<file path="src/rtl/vpa_pkg.sv">
package vpa_pkg;
    typedef enum logic [2:0] {
        RS_DATA_HI, RS_DATA_LO, RS_CTRL_HI, RS_CTRL_LO,
        RS_HV_HI, RS_HV_LO, RS_UNUSED, RS_LOCK
    } rd_sel_e;

    typedef enum logic [2:0] {
        WS_DATA, WS_CTRL, WS_TEST, WS_SOUND, WS_UNUSED, WS_LOCK
    } wr_sel_e;

    typedef enum logic [1:0] {
        ST_IDLE, ST_FETCH, ST_HALT
    } fsm_st_e;

    localparam logic [7:0] RD_MASK = 8'hFD;
    localparam logic [7:0] WR_MASK = 8'hFC;
endpackage

</file>
<file path="src/rtl/vpa_rd_decode.sv">
module vpa_rd_decode
    import vpa_pkg::*;
(
    input  logic [7:0] addr,
    output rd_sel_e    sel
);
    logic [7:0] key;
    assign key = addr & RD_MASK;

    always_comb begin
        case (key)
            8'h00:                      sel = RS_DATA_HI;
            8'h01:                      sel = RS_DATA_LO;
            8'h04:                      sel = RS_CTRL_HI;
            8'h05:                      sel = RS_CTRL_LO;
            8'h08, 8'h0C:               sel = RS_HV_HI;
            8'h09, 8'h0D:               sel = RS_HV_LO;
            8'h18, 8'h19, 8'h1C, 8'h1D: sel = RS_UNUSED;
            default:                    sel = RS_LOCK;
        endcase
    end
endmodule

</file>
<file path="src/rtl/vpa_wr_decode.sv">
module vpa_wr_decode
    import vpa_pkg::*;
(
    input  logic [7:0] addr,
    output wr_sel_e    sel
);
    logic [7:0] key;
    assign key = addr & WR_MASK;

    always_comb begin
        case (key)
            8'h00:        sel = WS_DATA;
            8'h04:        sel = WS_CTRL;
            8'h1C:        sel = WS_TEST;
            8'h10, 8'h14: sel = addr[0] ? WS_SOUND : WS_UNUSED;
            8'h18:        sel = WS_UNUSED;
            default:      sel = WS_LOCK;
        endcase
    end
endmodule

</file>
<file path="src/rtl/vpa_byte_pick.sv">
module vpa_byte_pick
    import vpa_pkg::*;
#(
    parameter int BYTE_W = 8
) (
    input  rd_sel_e               sel,
    input  logic [2*BYTE_W-1:0]   data_rsp,
    input  logic [2*BYTE_W-1:0]   ctrl_rsp,
    input  logic [2*BYTE_W-1:0]   hv_rsp,
    output logic [BYTE_W-1:0]     pick
);
    localparam int WORD_W = 2 * BYTE_W;
    localparam int PAD_W  = BYTE_W - 2;

    always_comb begin
        unique case (sel)
            RS_DATA_HI: pick = data_rsp[WORD_W-1:BYTE_W];
            RS_DATA_LO: pick = data_rsp[BYTE_W-1:0];
            RS_CTRL_HI: pick = {{PAD_W{1'b1}}, ctrl_rsp[BYTE_W+1:BYTE_W]};
            RS_CTRL_LO: pick = ctrl_rsp[BYTE_W-1:0];
            RS_HV_HI:   pick = hv_rsp[WORD_W-1:BYTE_W];
            RS_HV_LO:   pick = hv_rsp[BYTE_W-1:0];
            default:    pick = '1;
        endcase
    end
endmodule

</file>
<file path="src/rtl/vpa_fsm.sv">
module vpa_fsm
    import vpa_pkg::*;
#(
    parameter int BYTE_W = 8
) (
    input  logic                 clk,
    input  logic                 rst_n,
    input  logic                 bus_rd,
    input  logic                 bus_wr,
    input  logic [BYTE_W-1:0]    bus_wdata,
    input  rd_sel_e              rsel,
    input  wr_sel_e              wsel,
    input  logic [BYTE_W-1:0]    pick_byte,
    output rd_sel_e              rsel_q,
    output logic [BYTE_W-1:0]    bus_rdata,
    output logic                 bus_rvalid,
    output logic                 vid_data_rd,
    output logic                 vid_ctrl_rd,
    output logic                 vid_hv_rd,
    output logic                 vid_data_wr,
    output logic                 vid_ctrl_wr,
    output logic                 vid_test_wr,
    output logic [2*BYTE_W-1:0]  vid_wdata,
    output logic                 snd_wr,
    output logic [BYTE_W-1:0]    snd_data,
    output logic                 acc_unused,
    output logic                 acc_lockup,
    output logic                 hung
);
    localparam int WORD_W = 2 * BYTE_W;

    fsm_st_e state, state_nx;

    // next-state logic
    always_comb begin
        state_nx = state;
        unique case (state)
            ST_IDLE: begin
                if (bus_rd)                        state_nx = ST_FETCH;
                else if (bus_wr && wsel == WS_LOCK) state_nx = ST_HALT;
            end
            ST_FETCH: state_nx = (rsel_q == RS_LOCK) ? ST_HALT : ST_IDLE;
            ST_HALT:  state_nx = ST_HALT;
            default:  state_nx = ST_IDLE;
        endcase
    end

    // state register
    always_ff @(posedge clk or negedge rst_n) begin
        if (!rst_n) state <= ST_IDLE;
        else        state <= state_nx;
    end

    // registered outputs
    always_ff @(posedge clk or negedge rst_n) begin
        if (!rst_n) begin
            rsel_q      <= RS_UNUSED;
            bus_rdata   <= '0;
            bus_rvalid  <= 1'b0;
            vid_data_rd <= 1'b0;
            vid_ctrl_rd <= 1'b0;
            vid_hv_rd   <= 1'b0;
            vid_data_wr <= 1'b0;
            vid_ctrl_wr <= 1'b0;
            vid_test_wr <= 1'b0;
            vid_wdata   <= '0;
            snd_wr      <= 1'b0;
            snd_data    <= '0;
            acc_unused  <= 1'b0;
            acc_lockup  <= 1'b0;
        end else begin
            bus_rvalid  <= 1'b0;
            vid_data_rd <= 1'b0;
            vid_ctrl_rd <= 1'b0;
            vid_hv_rd   <= 1'b0;
            vid_data_wr <= 1'b0;
            vid_ctrl_wr <= 1'b0;
            vid_test_wr <= 1'b0;
            snd_wr      <= 1'b0;
            acc_unused  <= 1'b0;
            acc_lockup  <= 1'b0;
            unique case (state)
                ST_IDLE: begin
                    if (bus_rd) begin
                        rsel_q      <= rsel;
                        vid_data_rd <= (rsel == RS_DATA_HI) || (rsel == RS_DATA_LO);
                        vid_ctrl_rd <= (rsel == RS_CTRL_HI) || (rsel == RS_CTRL_LO);
                        vid_hv_rd   <= (rsel == RS_HV_HI)   || (rsel == RS_HV_LO);
                        acc_unused  <= (rsel == RS_UNUSED);
                        acc_lockup  <= (rsel == RS_LOCK);
                    end else if (bus_wr) begin
                        vid_wdata   <= {bus_wdata, bus_wdata};
                        snd_data    <= bus_wdata;
                        vid_data_wr <= (wsel == WS_DATA);
                        vid_ctrl_wr <= (wsel == WS_CTRL);
                        vid_test_wr <= (wsel == WS_TEST);
                        snd_wr      <= (wsel == WS_SOUND);
                        acc_unused  <= (wsel == WS_UNUSED);
                        acc_lockup  <= (wsel == WS_LOCK);
                    end
                end
                ST_FETCH: begin
                    bus_rvalid <= 1'b1;
                    bus_rdata  <= pick_byte;
                end
                ST_HALT: begin
                end
                default: begin
                end
            endcase
        end
    end

    assign hung = (state == ST_HALT);

    logic any_rd_req, any_wr_req;
    assign any_rd_req = vid_data_rd | vid_ctrl_rd | vid_hv_rd;
    assign any_wr_req = vid_data_wr | vid_ctrl_wr | vid_test_wr | snd_wr;

    // a port read request is followed by read data in the next cycle
    a_r10_rd_then_valid: assert property (@(posedge clk) disable iff (!rst_n)
        any_rd_req |=> bus_rvalid);

    // requests and classifications are mutually exclusive
    a_r10_one_pulse: assert property (@(posedge clk) disable iff (!rst_n)
        $onehot0({vid_data_rd, vid_ctrl_rd, vid_hv_rd, vid_data_wr, vid_ctrl_wr,
                  vid_test_wr, snd_wr, acc_unused, acc_lockup}));

    // payload carries the same byte in both halves
    a_r7_word_dup: assert property (@(posedge clk) disable iff (!rst_n)
        (vid_data_wr | vid_ctrl_wr | vid_test_wr) |->
            vid_wdata[WORD_W-1:BYTE_W] == vid_wdata[BYTE_W-1:0]);

    // nothing new is launched out of the fetch cycle
    a_r11_busy_quiet: assert property (@(posedge clk) disable iff (!rst_n)
        (state == ST_FETCH) |=> !(any_rd_req | any_wr_req | acc_unused | acc_lockup));

    // the frozen condition never clears without reset
    a_r12_hung_sticky: assert property (@(posedge clk) disable iff (!rst_n)
        hung |=> hung);

    // while frozen, no outputs pulse
    a_r12_hung_silent: assert property (@(posedge clk) disable iff (!rst_n)
        (hung && $past(hung)) |-> !(bus_rvalid | any_rd_req | any_wr_req |
                                    acc_unused | acc_lockup));
endmodule

</file>
<file path="src/rtl/vid_byte_port.sv">
module vid_byte_port
    import vpa_pkg::*;
#(
    parameter int BYTE_W = 8,
    localparam int WORD_W = 2 * BYTE_W
) (
    input  logic              clk,
    input  logic              rst_n,
    input  logic              bus_rd,
    input  logic              bus_wr,
    input  logic [7:0]        bus_addr,
    input  logic [BYTE_W-1:0] bus_wdata,
    output logic [BYTE_W-1:0] bus_rdata,
    output logic              bus_rvalid,
    output logic              vid_data_rd,
    output logic              vid_ctrl_rd,
    output logic              vid_hv_rd,
    output logic              vid_data_wr,
    output logic              vid_ctrl_wr,
    output logic              vid_test_wr,
    output logic [WORD_W-1:0] vid_wdata,
    input  logic [WORD_W-1:0] vid_data_rsp,
    input  logic [WORD_W-1:0] vid_ctrl_rsp,
    input  logic [WORD_W-1:0] vid_hv_rsp,
    output logic              snd_wr,
    output logic [BYTE_W-1:0] snd_data,
    output logic              acc_unused,
    output logic              acc_lockup,
    output logic              hung
);
    rd_sel_e           rsel, rsel_q;
    wr_sel_e           wsel;
    logic [BYTE_W-1:0] pick_byte;

    vpa_rd_decode u_rdec (.addr(bus_addr), .sel(rsel));
    vpa_wr_decode u_wdec (.addr(bus_addr), .sel(wsel));

    vpa_byte_pick #(.BYTE_W(BYTE_W)) u_pick (
        .sel      (rsel_q),
        .data_rsp (vid_data_rsp),
        .ctrl_rsp (vid_ctrl_rsp),
        .hv_rsp   (vid_hv_rsp),
        .pick     (pick_byte)
    );

    vpa_fsm #(.BYTE_W(BYTE_W)) u_fsm (
        .clk         (clk),
        .rst_n       (rst_n),
        .bus_rd      (bus_rd),
        .bus_wr      (bus_wr),
        .bus_wdata   (bus_wdata),
        .rsel        (rsel),
        .wsel        (wsel),
        .pick_byte   (pick_byte),
        .rsel_q      (rsel_q),
        .bus_rdata   (bus_rdata),
        .bus_rvalid  (bus_rvalid),
        .vid_data_rd (vid_data_rd),
        .vid_ctrl_rd (vid_ctrl_rd),
        .vid_hv_rd   (vid_hv_rd),
        .vid_data_wr (vid_data_wr),
        .vid_ctrl_wr (vid_ctrl_wr),
        .vid_test_wr (vid_test_wr),
        .vid_wdata   (vid_wdata),
        .snd_wr      (snd_wr),
        .snd_data    (snd_data),
        .acc_unused  (acc_unused),
        .acc_lockup  (acc_lockup),
        .hung        (hung)
    );
endmodule

</file>
<file path="config.mk">
export PLATFORM = sky130hd
export DESIGN_NAME = vid_byte_port
export DESIGN_NICKNAME = d
export VERILOG_FILES = /design/src/rtl/vpa_pkg.sv /design/src/rtl/vpa_rd_decode.sv /design/src/rtl/vpa_wr_decode.sv /design/src/rtl/vpa_byte_pick.sv /design/src/rtl/vpa_fsm.sv /design/src/rtl/vid_byte_port.sv
export SDC_FILE = /design/constraint.sdc
export NUM_CORES = 1
export LEC_CHECK = 0
export ABC_CLOCK_PERIOD_IN_PS = 3400
export BUFFER_PORTS_ARGS = -buffer_cell sky130_fd_sc_hd__buf_2
export CORE_MARGIN = 3
export CORE_UTILIZATION = 30
export CTS_CLUSTER_DIAMETER = 80
export DETAILED_ROUTE_END_ITERATION = 12
export HOLD_SLACK_MARGIN = 0.05
export PLACE_DENSITY = 0.62
export SLEW_MARGIN = 20
export SYNTH_ARGS = -nofsm -noshare
export SYNTH_HDL_FRONTEND = slang
export SYNTH_SLANG_ARGS = --single-unit
</file>
<file path="constraint.sdc">
create_clock -name clk -period 3.4 [get_ports clk]
set_clock_uncertainty 0.1 [all_clocks]
set_input_delay 0.34 -clock clk [delete_from_list [all_inputs] [get_ports clk]]
set_output_delay 0.34 -clock clk [all_outputs]
set_load 0.005 [all_outputs]
</file>
==> key figures <==
Run status
  – Status: finished clean

Drt
  – WL final: 4520 microns
  – Avg Vias per Cell: 4.66
  – Routed len/inst: 12.6 microns
  – Antenna Nets Post-Route: 0
  – DRT iter0 DRCs: 33
  – Total number of vias: 1,673
  – DRT Pass-1 Iters: 4
  – Remaining DRCs: 0

Hold path
  – Hold EP: u_fsm.snd_data[2]
  – Hold Crit Class: in2reg
  – Hold path depth: 3
  – Hold wc startpoint: bus_wdata[2]

Floorplan
  – I/O pins: 111
  – Die area: 6790 sq um
  – Row count: 27
  – Die width: 82.4 microns
  – Core area: 5570 sq um
  – Die H: 82.4 microns
  – Starting Density: 31.4%

Final layout
  – Utilization after layout: 41.3%
  – Layout area overhead: 31.5%
  – Commonest non-fill, non-tap cell in the layout: buf_2
  – Final std cells w/o fill: 359
  – Layout cells sized above 1: 41.1%
  – Most frequent cells in the layout: buf_2 (103), nand2_1 (35), dfrtp_1 (29), nor2_1 (17), o21ai_0 (13)
  – Filler instances: 598
  – ANT cells: 0
  – Nets: 354

Synth
  – Register area share after synthesis: 44.5%
  – YS warnings: 0
  – Synth Instances: 202
  – Post-Synthesis Cell Area: 1750 sq um
  – Mapped Nets: 270
  – Synth cell types: 38
  – Syn avg cell area: 8.67 sq um
  – Register bit total from synthesis: 31

STA
  – Fin crit share: 52.0%
  – Fin. Hold Viols: 0
  – Fin. max-slew vios: 0
  – Setup violators final: 0
  – Relative slew slack: 44.7%
  – Slew @ Worst Pin: 0.829 ns
  – Maximum clock frequency: 566 MHz
  – Setup tns final: 0 ns
  – Post-route minimum period: 1.77 ns
  – RSZ-0062 raised after global routing: false

Placed design
  – Dpl cells: 350
  – HPWL Detailed: 3490 microns
  – GPL Wtd Cong: 0.777
  – I/O Buffers: 103

Global routing
  – All-Layer GR Usage: 13.8%
  – Number of global-route vias before repair: 1,530
  – First-pass GRT wire length: 7160 microns
  – Initial antenna violation count: 0
  – Largest net degree at the start of global routing: 32
  – Grt ovf: 0

Critical path
  – Startpoint Class: flip-flop
  – Reg2reg setup slack: 1.63 ns
  – Slowest cell on crit path: dfrtp_1
  – RR Endpoint: u_fsm.bus_rdata[5]
  – Cell family with most CP delay: flip-flops
  – WP data arrival: 1.84 ns
  – Worst reg2reg path startpoint: u_fsm.rsel_q[0]
  – Crit path max fanout: 30
  – Required time worst endpoint: 3.47 ns
  – Crit Path Category: reg2reg
  – R2r worst-path depth: 4
  – WP buf/inv: 0
  – Setup crit end kind: flip-flop
  – Max stage delay on crit path: 0.88 ns
  – Crit-path cells: nand2b_1, nor3b_1, o221ai_1, o21a_1

Clock network
  – Worst-Skew Late Latency: 0.28 ns
  – CTS H-tree depth: 2
  – Clk slew on worst S/H paths: 0.06 ns
  – CTS Buffer Depth: 2
  – TritonCTS clock tree: done
  – Root Driver: clkbuf_8
  – Post-CTS Setup Bufs: 0
  – Clock sinks: 31
  – CTS buffer count: 5

Power and ir drop
  – Pwr Total: 1550 uW
  – VDD IR-drop max: 0.000226 V
  – Pwr/cell area: 675 nW/um^2
  – Leak: 0.00118 uW

Run
  – Max Cap Violations: 0
cell families after synthesis:
| logic type | count (synthesis) | synth area share [%] |
|---|---|---|
| AND/OR/NAND/NOR | 79 | 22.5 |
| buffers and inverters | 39 | 12.9 |
| multiplexers | 4 | 2.29 |
| flip-flops | 31 | 44.5 |
| AO/OA/AOI/OAI | 49 | 17.8 |
stage by stage:
step	worst slack, ns	hold WS, ns	cell area (sq um)
after floorplan	1.91	-0.0556	1750
after global placement	1.62	0.327	2190
after detailed placement	1.61	0.336	2190
after CTS	1.59	0.144	2300
after global routing	1.40	0.150	2300
final	1.63	0.152	2300
routing by layer:
metal	wire [microns]	vias up	global-route usage, %
li1	-	844	-
met1	1910	782	17.2
met2	2270	42	22.6
met3	274	5	3.69
met4	68	0	5.48
met5	0	-	0
power breakdown:
part           total (uW)  internal, uW  switching (uW)
Combinational         595           323             272
Clock                 310           184             126
Sequential            649           493             157
worst max-delay path by stage:
stage                    startpoint                 end  cells past startpoint
floorplan           u_fsm.rsel_q[1]  u_fsm.bus_rdata[2]                      5
global placement    u_fsm.rsel_q[0]  u_fsm.bus_rdata[5]                      4
detailed placement  u_fsm.rsel_q[0]  u_fsm.bus_rdata[5]                      4
CTS                 u_fsm.rsel_q[0]  u_fsm.bus_rdata[5]                      4
global route        u_fsm.rsel_q[0]  u_fsm.bus_rdata[5]                      4
finish              u_fsm.rsel_q[0]  u_fsm.bus_rdata[5]                      4
what timing repair did:
item	in CTS	in global routing
hold buffers	1	0
gates resized for setup	0	0
endpoints found under the hold margin	29	0
endpoints found under the setup margin	0	0
cells in the mapped netlist:
master | n | area (sq um)
nor4_4 | 1 | 21.3
buf_6 | 1 | 11.3
o21a_1 | 2 | 15.0
a2bb2oi_1 | 1 | 8.76
a211oi_1 | 2 | 15.0
o22a_1 | 2 | 17.5
buf_1 | 2 | 7.51
nor3b_1 | 4 | 30.0
a41oi_1 | 2 | 17.5
a21boi_0 | 1 | 7.51
and3_1 | 2 | 12.5
nand2_1 | 35 | 131
and4_1 | 1 | 8.76
nand3_1 | 3 | 15.0
a21oi_1 | 10 | 50.1
nand3b_1 | 4 | 30.0
a22o_1 | 2 | 17.5
o21ai_0 | 13 | 65.1
dfstp_2 | 2 | 52.6
nor4b_1 | 1 | 8.76
buf_4 | 17 | 128
clkbuf_1 | 3 | 11.3
a31oi_1 | 6 | 37.5
o221ai_1 | 1 | 8.76
or4b_4 | 1 | 13.8
o2bb2ai_1 | 2 | 17.5
nor2_1 | 17 | 63.8
a22oi_1 | 2 | 15.0
nand4_1 | 1 | 6.26
nor3_1 | 4 | 20.0
o22ai_1 | 3 | 18.8
mux2i_1 | 4 | 40.0
and2b_1 | 1 | 7.51
nand2b_1 | 2 | 12.5
dfrtp_1 | 29 | 726
inv_1 | 9 | 33.8
nor2b_1 | 2 | 12.5
buf_2 | 7 | 35.0
worst min-delay path: cells and delay by family:
kind,cells,cell delay [ns]
and+or+nand+nor,2,0.09
buffers and inverters,1,0.07
flip-flops by register name (all words and copies together) (netlist names):
name               count
u_fsm.bus_rdata        8
u_fsm.snd_data         7
u_fsm.rsel_q           3
u_fsm.state            2
u_fsm.acc_lockup       1
u_fsm.acc_unused       1
u_fsm.bus_rvalid       1
u_fsm.snd_wr           1
u_fsm.vid_ctrl_rd      1
u_fsm.vid_ctrl_wr      1
u_fsm.vid_data_rd      1
u_fsm.vid_data_wr      1
u_fsm.vid_hv_rd        1
u_fsm.vid_test_wr      1
u_fsm.vid_wdata        1
layout make-up:
| class | instances | area [sq um] | area share (%) |
|---|---|---|---|
| inverter | 9 | 33.8 | 1.47 |
| clock buffer | 8 | 100 | 4.35 |
| sequential | 31 | 778 | 33.8 |
| multi-input combinational | 132 | 752 | 32.7 |
| tap | 72 | 90.1 | 3.91 |
| timing repair buffer | 107 | 548 | 23.8 |
Note: power is estimated with default switching activity, not from simulation.
